File: src/rtl/syncMonPkg.sv
`timescale 1ns/1ps
package syncMonPkg;
  localparam int NUM_CH = 2;
  localparam int CH_H   = 0;
  localparam int CH_V   = 1;

  // strobes from the timing control to the per-channel datapath
  typedef struct packed {
    logic sampleTick;   // take one level sample this cycle
    logic windowEnd;    // last sample of a polarity window
    logic timeoutEnd;   // last cycle of a presence window
  } monStrobe_t;
endpackage

File: src/rtl/syncMonCtrl.sv
`timescale 1ns/1ps
module syncMonCtrl
  import syncMonPkg::*;
#(
  parameter int SAMPLE_DIV     = 16,
  parameter int WINDOW_SAMPLES = 64,
  parameter int TIMEOUT_CYCLES = 2600000
) (
  input  logic       clk,
  input  logic       rstN,
  output monStrobe_t strobe
);
  localparam int DIV_W = (SAMPLE_DIV > 1) ? $clog2(SAMPLE_DIV) : 1;
  localparam int SMP_W = (WINDOW_SAMPLES > 1) ? $clog2(WINDOW_SAMPLES) : 1;
  localparam int TO_W  = (TIMEOUT_CYCLES > 1) ? $clog2(TIMEOUT_CYCLES) : 1;
  localparam logic [DIV_W-1:0] DIV_LAST = DIV_W'(SAMPLE_DIV - 1);
  localparam logic [SMP_W-1:0] SMP_LAST = SMP_W'(WINDOW_SAMPLES - 1);
  localparam logic [TO_W-1:0]  TO_LAST  = TO_W'(TIMEOUT_CYCLES - 1);

  logic [DIV_W-1:0] divCnt;
  logic [SMP_W-1:0] smpCnt;
  logic [TO_W-1:0]  toCnt;
  logic             tick;

  assign tick = (divCnt == DIV_LAST);

  always_ff @(posedge clk) begin
    if (!rstN) begin
      divCnt <= '0;
      smpCnt <= '0;
      toCnt  <= '0;
    end else begin
      divCnt <= tick ? '0 : divCnt + 1'b1;
      if (tick) smpCnt <= (smpCnt == SMP_LAST) ? '0 : smpCnt + 1'b1;
      toCnt <= (toCnt == TO_LAST) ? '0 : toCnt + 1'b1;
    end
  end

  always_comb begin
    strobe.sampleTick = tick;
    strobe.windowEnd  = tick && (smpCnt == SMP_LAST);
    strobe.timeoutEnd = (toCnt == TO_LAST);
  end
endmodule

File: src/rtl/syncMonChannel.sv
`timescale 1ns/1ps
module syncMonChannel
  import syncMonPkg::*;
#(
  parameter int WINDOW_SAMPLES = 64
) (
  input  logic       clk,
  input  logic       rstN,
  input  monStrobe_t strobe,
  input  logic       syncIn,
  input  logic       polSel,
  input  logic       outEnN,
  input  logic       gpioOut,
  output logic       syncPin,
  output logic       polStat,
  output logic       present
);
  localparam int CNT_W = $clog2(WINDOW_SAMPLES + 1);
  localparam logic [CNT_W-1:0] HALF = CNT_W'(WINDOW_SAMPLES / 2);

  logic [1:0]       syncFf;
  logic             syncPrev;
  logic             level;
  logic             edgeSeen;
  logic [CNT_W-1:0] highCnt;
  logic [CNT_W-1:0] highNext;
  logic [1:0]       edgeCnt;
  logic [1:0]       edgeNext;

  assign level    = syncFf[1];
  assign edgeSeen = level ^ syncPrev;
  assign highNext = highCnt + CNT_W'(level);
  // saturating count of edges: 0, 1, 2 or more
  assign edgeNext = (edgeSeen && edgeCnt != 2'd2) ? edgeCnt + 2'd1 : edgeCnt;

  always_ff @(posedge clk) begin
    if (!rstN) begin
      syncFf   <= '0;
      syncPrev <= 1'b0;
      highCnt  <= '0;
      polStat  <= 1'b0;
      edgeCnt  <= '0;
      present  <= 1'b0;
    end else begin
      syncFf   <= {syncFf[0], syncIn};
      syncPrev <= level;
      if (strobe.sampleTick) begin
        if (strobe.windowEnd) begin
          polStat <= (highNext < HALF);
          highCnt <= '0;
        end else begin
          highCnt <= highNext;
        end
      end
      if (strobe.timeoutEnd) begin
        present <= (edgeNext == 2'd2);
        edgeCnt <= '0;
      end else begin
        edgeCnt <= edgeNext;
        if (edgeNext == 2'd2) present <= 1'b1;
      end
    end
  end

  // zero-delay pin path: invert when detected and requested polarity differ
  assign syncPin = outEnN ? gpioOut : (syncIn ^ (polStat ^ polSel));
endmodule

File: src/rtl/syncMonDatapath.sv
`timescale 1ns/1ps
module syncMonDatapath
  import syncMonPkg::*;
#(
  parameter int WINDOW_SAMPLES = 64
) (
  input  logic              clk,
  input  logic              rstN,
  input  monStrobe_t        strobe,
  input  logic [NUM_CH-1:0] syncIn,
  input  logic [NUM_CH-1:0] polSel,
  input  logic [NUM_CH-1:0] outEnN,
  input  logic [NUM_CH-1:0] gpioOut,
  output logic [NUM_CH-1:0] syncPin,
  output logic [NUM_CH-1:0] polStat,
  output logic [NUM_CH-1:0] present
);
  for (genvar ch = 0; ch < NUM_CH; ch++) begin : g_ch
    syncMonChannel #(.WINDOW_SAMPLES(WINDOW_SAMPLES)) i_chan (
      .clk     (clk),
      .rstN    (rstN),
      .strobe  (strobe),
      .syncIn  (syncIn[ch]),
      .polSel  (polSel[ch]),
      .outEnN  (outEnN[ch]),
      .gpioOut (gpioOut[ch]),
      .syncPin (syncPin[ch]),
      .polStat (polStat[ch]),
      .present (present[ch])
    );
  end
endmodule

File: src/rtl/syncPolarityMonitor.sv
`timescale 1ns/1ps
module syncPolarityMonitor
  import syncMonPkg::*;
#(
  parameter int SAMPLE_DIV     = 16,
  parameter int WINDOW_SAMPLES = 64,
  parameter int TIMEOUT_CYCLES = 2600000
) (
  input  logic clk,
  input  logic rstN,
  input  logic hSyncIn,
  input  logic vSyncIn,
  input  logic hPolSel,
  input  logic vPolSel,
  input  logic hOutEnN,
  input  logic vOutEnN,
  input  logic hGpioOut,
  input  logic vGpioOut,
  output logic hSyncPin,
  output logic vSyncPin,
  output logic hPolStat,
  output logic vPolStat,
  output logic hPresent,
  output logic vPresent
);
  monStrobe_t        strobe;
  logic [NUM_CH-1:0] pinVec;
  logic [NUM_CH-1:0] polVec;
  logic [NUM_CH-1:0] presVec;

  syncMonCtrl #(
    .SAMPLE_DIV     (SAMPLE_DIV),
    .WINDOW_SAMPLES (WINDOW_SAMPLES),
    .TIMEOUT_CYCLES (TIMEOUT_CYCLES)
  ) i_ctrl (
    .clk    (clk),
    .rstN   (rstN),
    .strobe (strobe)
  );

  syncMonDatapath #(.WINDOW_SAMPLES(WINDOW_SAMPLES)) i_dp (
    .clk     (clk),
    .rstN    (rstN),
    .strobe  (strobe),
    .syncIn  ({vSyncIn, hSyncIn}),
    .polSel  ({vPolSel, hPolSel}),
    .outEnN  ({vOutEnN, hOutEnN}),
    .gpioOut ({vGpioOut, hGpioOut}),
    .syncPin (pinVec),
    .polStat (polVec),
    .present (presVec)
  );

  assign hSyncPin = pinVec[CH_H];
  assign vSyncPin = pinVec[CH_V];
  assign hPolStat = polVec[CH_H];
  assign vPolStat = polVec[CH_V];
  assign hPresent = presVec[CH_H];
  assign vPresent = presVec[CH_V];
endmodule

File: config.mk
export PLATFORM = sky130hd
export DESIGN_NAME = syncPolarityMonitor
export DESIGN_NICKNAME = d
export VERILOG_FILES = /design/src/rtl/syncMonPkg.sv /design/src/rtl/syncMonCtrl.sv /design/src/rtl/syncMonChannel.sv /design/src/rtl/syncMonDatapath.sv /design/src/rtl/syncPolarityMonitor.sv
export SDC_FILE = /design/constraint.sdc
export NUM_CORES = 1
export LEC_CHECK = 0
export CORE_AREA = 2 2 72 74
export CTS_BUF_LIST = sky130_fd_sc_hd__clkbuf_8 sky130_fd_sc_hd__clkbuf_16
export CTS_CLUSTER_SIZE = 24
export DETAILED_ROUTE_END_ITERATION = 8
export DIE_AREA = 0 0 74 76
export GPL_ROUTABILITY_DRIVEN = 0
export GPL_TIMING_DRIVEN = 0
export PLACE_DENSITY = 0.84
export SYNTH_ARGS = -nofsm -noshare
export SYNTH_HDL_FRONTEND = slang
export SYNTH_SLANG_ARGS = --single-unit
File: constraint.sdc
create_clock -name clk -period 2 [get_ports clk]
set_clock_uncertainty 0.15 [all_clocks]
set_input_delay 0.3 -clock clk [delete_from_list [all_inputs] [get_ports clk]]
set_output_delay 0.3 -clock clk [all_outputs]
set_load 0.005 [all_outputs]
==> results.yml, run 1 <==
drt:
  routed_wl_mm: 5.20
  drt_iter0_markers: 112
  drc: 0
  routed-wl-met3_um: 203
  postRouteAntennaNets: 0
  viasPerCell: 5.44
  dr.pass1.iters: 4
  routedWlPerCell_um: 13.1
  highest_layer: "met4"
  met1_length_mm: 2.39
  via_count: 2159
  wl_met2_mm: 2.50
worst_setup_path:
  critPathMaxFanout: 6
  r2r_start: "i_ctrl.toCnt[1]"
  cp_data_required_time_ns: 2.07
  critPathTopFamily: "compound AO/OA/AOI/OAI gates"
  crit_slowest_cell: "o31ai_4"
  cp-start-kind: "flip-flop"
  critPathKind: "flip-flop to flip-flop"
  ff2ff_path_depth: 7
  regToRegEndpoint: "i_ctrl.toCnt[21]"
  crit_chain: "ha_4 > and4_4 > nand2_1 > o31ai_4 > buf_6 > buf_6 > a21oi_2"
  cp-end-kind: "flip-flop"
  worst_path_most_repeated_cell: "buf_6"
  r2r_slack_ns: 0.09
  arrival_ns: 1.98
  cp_num_buf_inv: 2
  cpPeakStageDelay_ns: 0.41
final_layout:
  final_area_sq_um: 3230
  drive_gt1_share_pct: 13.1
  syn2layout_area_growth_pct: 17.3
  antenna_cells: 0
  multi_input_area_sq_um: 1470
  regArea_sq_um: 1200
  fillers: 411
  final_cell_mix: "dfxtp_1 (59), nor2_1 (23), nand2_1 (21)"
  layout_commonest_cell: "dfxtp_1"
  fin_nets: 341
power:
  seqPwrFrac_pct: 50.7
  p_leak_nw: 1.21
  power.density_nw_per_um2: 753
  clock_power_share_pct: 44.1
  finalPower_w: 0.00244
  max-vdd-ir-drop_v: 0.000619
  power_frac_comb_pct: 5.2
  p_int_w: 0.00191
  p_sw_share_pct: 21.6
  power_switching_w: 0.000526
status:
  status: "complete, no violations"
synthesis:
  synth_fa_ha_area_share_pct: 4.09
  ys_ff_latch: 60
  yosys.area_share.xor_xnor_pct: 10.5
  syn_nets: 312
  synth_top_area_share_pct: 43.6
  ys_types: 43
  synthSimpleGateAreaFrac_pct: 25.4
  synth_mux_area_share_pct: 0.727
  synth_cells: 293
  synth_area_sq_um: 2760
  avgSynthCellArea_sq_um: 9.40
  ys_top_cells_by_area: "dfxtp_1 (44%), xor2_1 (5.7%), xnor2_1 (4.8%)"
  synth_top_family_by_area: "simple AND/OR/NAND/NOR gates"
  yosysWarnings: 0
  seq_area_frac_synth_pct: 43.6
  yosys.area.top_type: "dfxtp_1"
  synth_compound_area_share_pct: 12.3
hold_path:
  hold_depth: 1
  hp-class: "flip-flop to flip-flop"
  worstHoldStart: "i_dp.g_ch[1].i_chan.syncFf[0]"
  hold_end: "i_dp.g_ch[1].i_chan.syncFf[1]"
cts:
  clock-root-buffer: "clkbuf_8"
  cts_hold_buf: 0
  path_clk_slew_ns: 0.06
  cts_tree: "yes"
  cts.sinks: 60
  cts_buffers: 9
  clock_latency_ns: 0.34
  htreeDepth: 3
  cts_buffer_depth: 2
placed_design:
  port_buffers: 15
  dpl-instance-area_sq_um: 2990
  hpwl_mm: 3.56
  dp_slack_ns: -0.136
sta:
  fmax_mhz: 525
  slew_violations: 0
  hold_viol: 0
  final.min_clock_period_ns: 1.91
  layout_setup_ws_ns: 0.0941
  tightest_slew_ns: 0.480
  post-route-period-util_pct: 95.3
  rsz0062_at_grt: "false"
  final-setup-viol-count: 0
  max_slew_margin_pct: 68.0
global_routing:
  grt_usage_pct: 20.3
  grt_pass1_vias: 2068
  grt_max_degree: 11
  grt_pass1_wl_mm: 8.91
  grt_antenna_before_repair: 0
  grt_overflow: 0
flow_run:
  drv_cap: 0
floorplan:
  core_area_sq_um: 4910
  start_util_pct: 56.1
  rows: 26
  fp.dieW_um: 74
  die_h_um: 76
  io_pins: 16
  dieArea_sq_um: 5620
## stage by stage
| stage | util, % | std cells | TNS (ns) | hold WS, ns |
|---|---|---|---|---|
| 5_1_grt | 65.8 | 397 | 0 | 0.310 |
| 4_1_cts | 64.9 | 394 | 0 | 0.292 |
| 2_1_floorplan | - | 293 | 0 | 0.262 |
| 3_3_place_gp | 60.9 | 378 | -0.606 | 0.265 |
| 3_5_place_dp | 60.9 | 378 | -0.913 | 0.277 |
| 6_report | 65.8 | 397 | 0 | 0.289 |
## flip-flops by register name (all words and copies together), names as in the netlist
name                       cells
i_ctrl.divCnt                  4
i_ctrl.smpCnt                  6
i_ctrl.toCnt                  22
i_dp.g_ch.i_chan.edgeCnt       4
i_dp.g_ch.i_chan.highCnt      14
i_dp.g_ch.i_chan.polStat       2
i_dp.g_ch.i_chan.present       2
i_dp.g_ch.i_chan.syncFf        4
i_dp.g_ch.i_chan.syncPrev      2
## power groups by stage
stage	clock network, W	registers, W	logic, W
6_report	0.00107	0.00124	0.000127
5_1_grt	0.00114	0.00124	0.000144
4_1_cts	0.00109	0.00123	0.000120
3_5_place_dp	0	0.00126	0.000122
3_3_place_gp	0	0.00126	0.000117
2_1_floorplan	0	0.00126	0.0000750
## Yosys cell counts, drive strengths merged
master	instances
nand3	13
or4	3
or3	7
mux2i	2
a21oi	15
o221a	2
buf	5
a22o	4
and4	5
a211oi	1
ha	9
a31oi	4
nand2	21
xnor2	15
nor4b	1
inv	7
dfxtp	60
nand4b	1
nand4	16
and2	12
a21boi	1
nand2b	1
nor2b	1
nor4	2
o31ai	4
a41oi	2
clkbuf	5
nor2	27
o2bb2ai	2
xor2	18
nor3	4
and3	11
o21ai	12
## kinds of logic (layout without fill, tap and decap cells)
logic type      count (synthesis)  after routing
simple gates                  125            125
flops                          60             60
compound gates                 47             47
xor+xnor                       33             33
buf+inv                        17             51
fa+ha+maj                       9              9
mux                             2              2
## worst register-to-register path: cells and delay by family, from the launching register on
family | cells | cell delay [ns]
compound gates | 2 | 0.45
fa+ha+maj | 1 | 0.18
buf+inv | 2 | 0.28
flops | 1 | 0.39
simple gates | 2 | 0.34
## metal layers
metal | track usage [%] | vias to the layer above
met5 | 0 | -
met2 | 31.8 | 26
met4 | 8.00 | 0
li1 | - | 1104
met1 | 25.1 | 1021
met3 | 7.41 | 8
## how the worst max path moves through the flow
stage,from,endpoint,cells past startpoint
6_report,i_ctrl.toCnt[1],i_ctrl.toCnt[21],7
5_1_grt,i_ctrl.toCnt[1],i_ctrl.toCnt[21],7
4_1_cts,i_ctrl.toCnt[0],i_ctrl.toCnt[3],6
3_5_place_dp,vSyncIn,vSyncPin,5
3_3_place_gp,vSyncIn,vSyncPin,5
2_1_floorplan,i_ctrl.toCnt[0],i_dp.g_ch[0].i_chan.edgeCnt[0],6
## timing repair
item                                    in CTS  in global routing
cloned                                       0                  1
resized for setup                            2                  9
endpoints found under the setup margin      12                 31
pin swaps                                    2                  1
setup buffers                                0                  3
## cell type report
type | instances | area share, %
plain buffers | 9 | 2.09
clock buffers | 11 | 4.68
clock inverters | 5 | 1.39
inverters | 7 | 0.813
multi-input cells | 216 | 45.6
flip-flops and latches | 60 | 37.2
well taps | 70 | 2.71
repair buffers | 19 | 5.53
Power figures use the tool's default switching activity.
==> run 2: changes to the inputs <==
--- a/config.mk
+++ b/config.mk
@@ -5,6 +5,7 @@
 export SDC_FILE = /design/constraint.sdc
 export NUM_CORES = 1
 export LEC_CHECK = 0
+export ABC_CLOCK_PERIOD_IN_PS = 2000
 export CORE_AREA = 2 2 72 74
 export CTS_BUF_LIST = sky130_fd_sc_hd__clkbuf_8 sky130_fd_sc_hd__clkbuf_16
 export CTS_CLUSTER_SIZE = 24
@@ -12,6 +13,7 @@
 export DIE_AREA = 0 0 74 76
 export GPL_ROUTABILITY_DRIVEN = 0
 export GPL_TIMING_DRIVEN = 0
+export HOLD_SLACK_MARGIN = 0.15
 export PLACE_DENSITY = 0.84
 export SYNTH_ARGS = -nofsm -noshare
 export SYNTH_HDL_FRONTEND = slang
==> results of run 2 <==
No change in the layout: final DEF, timing and power equal those of run 1.
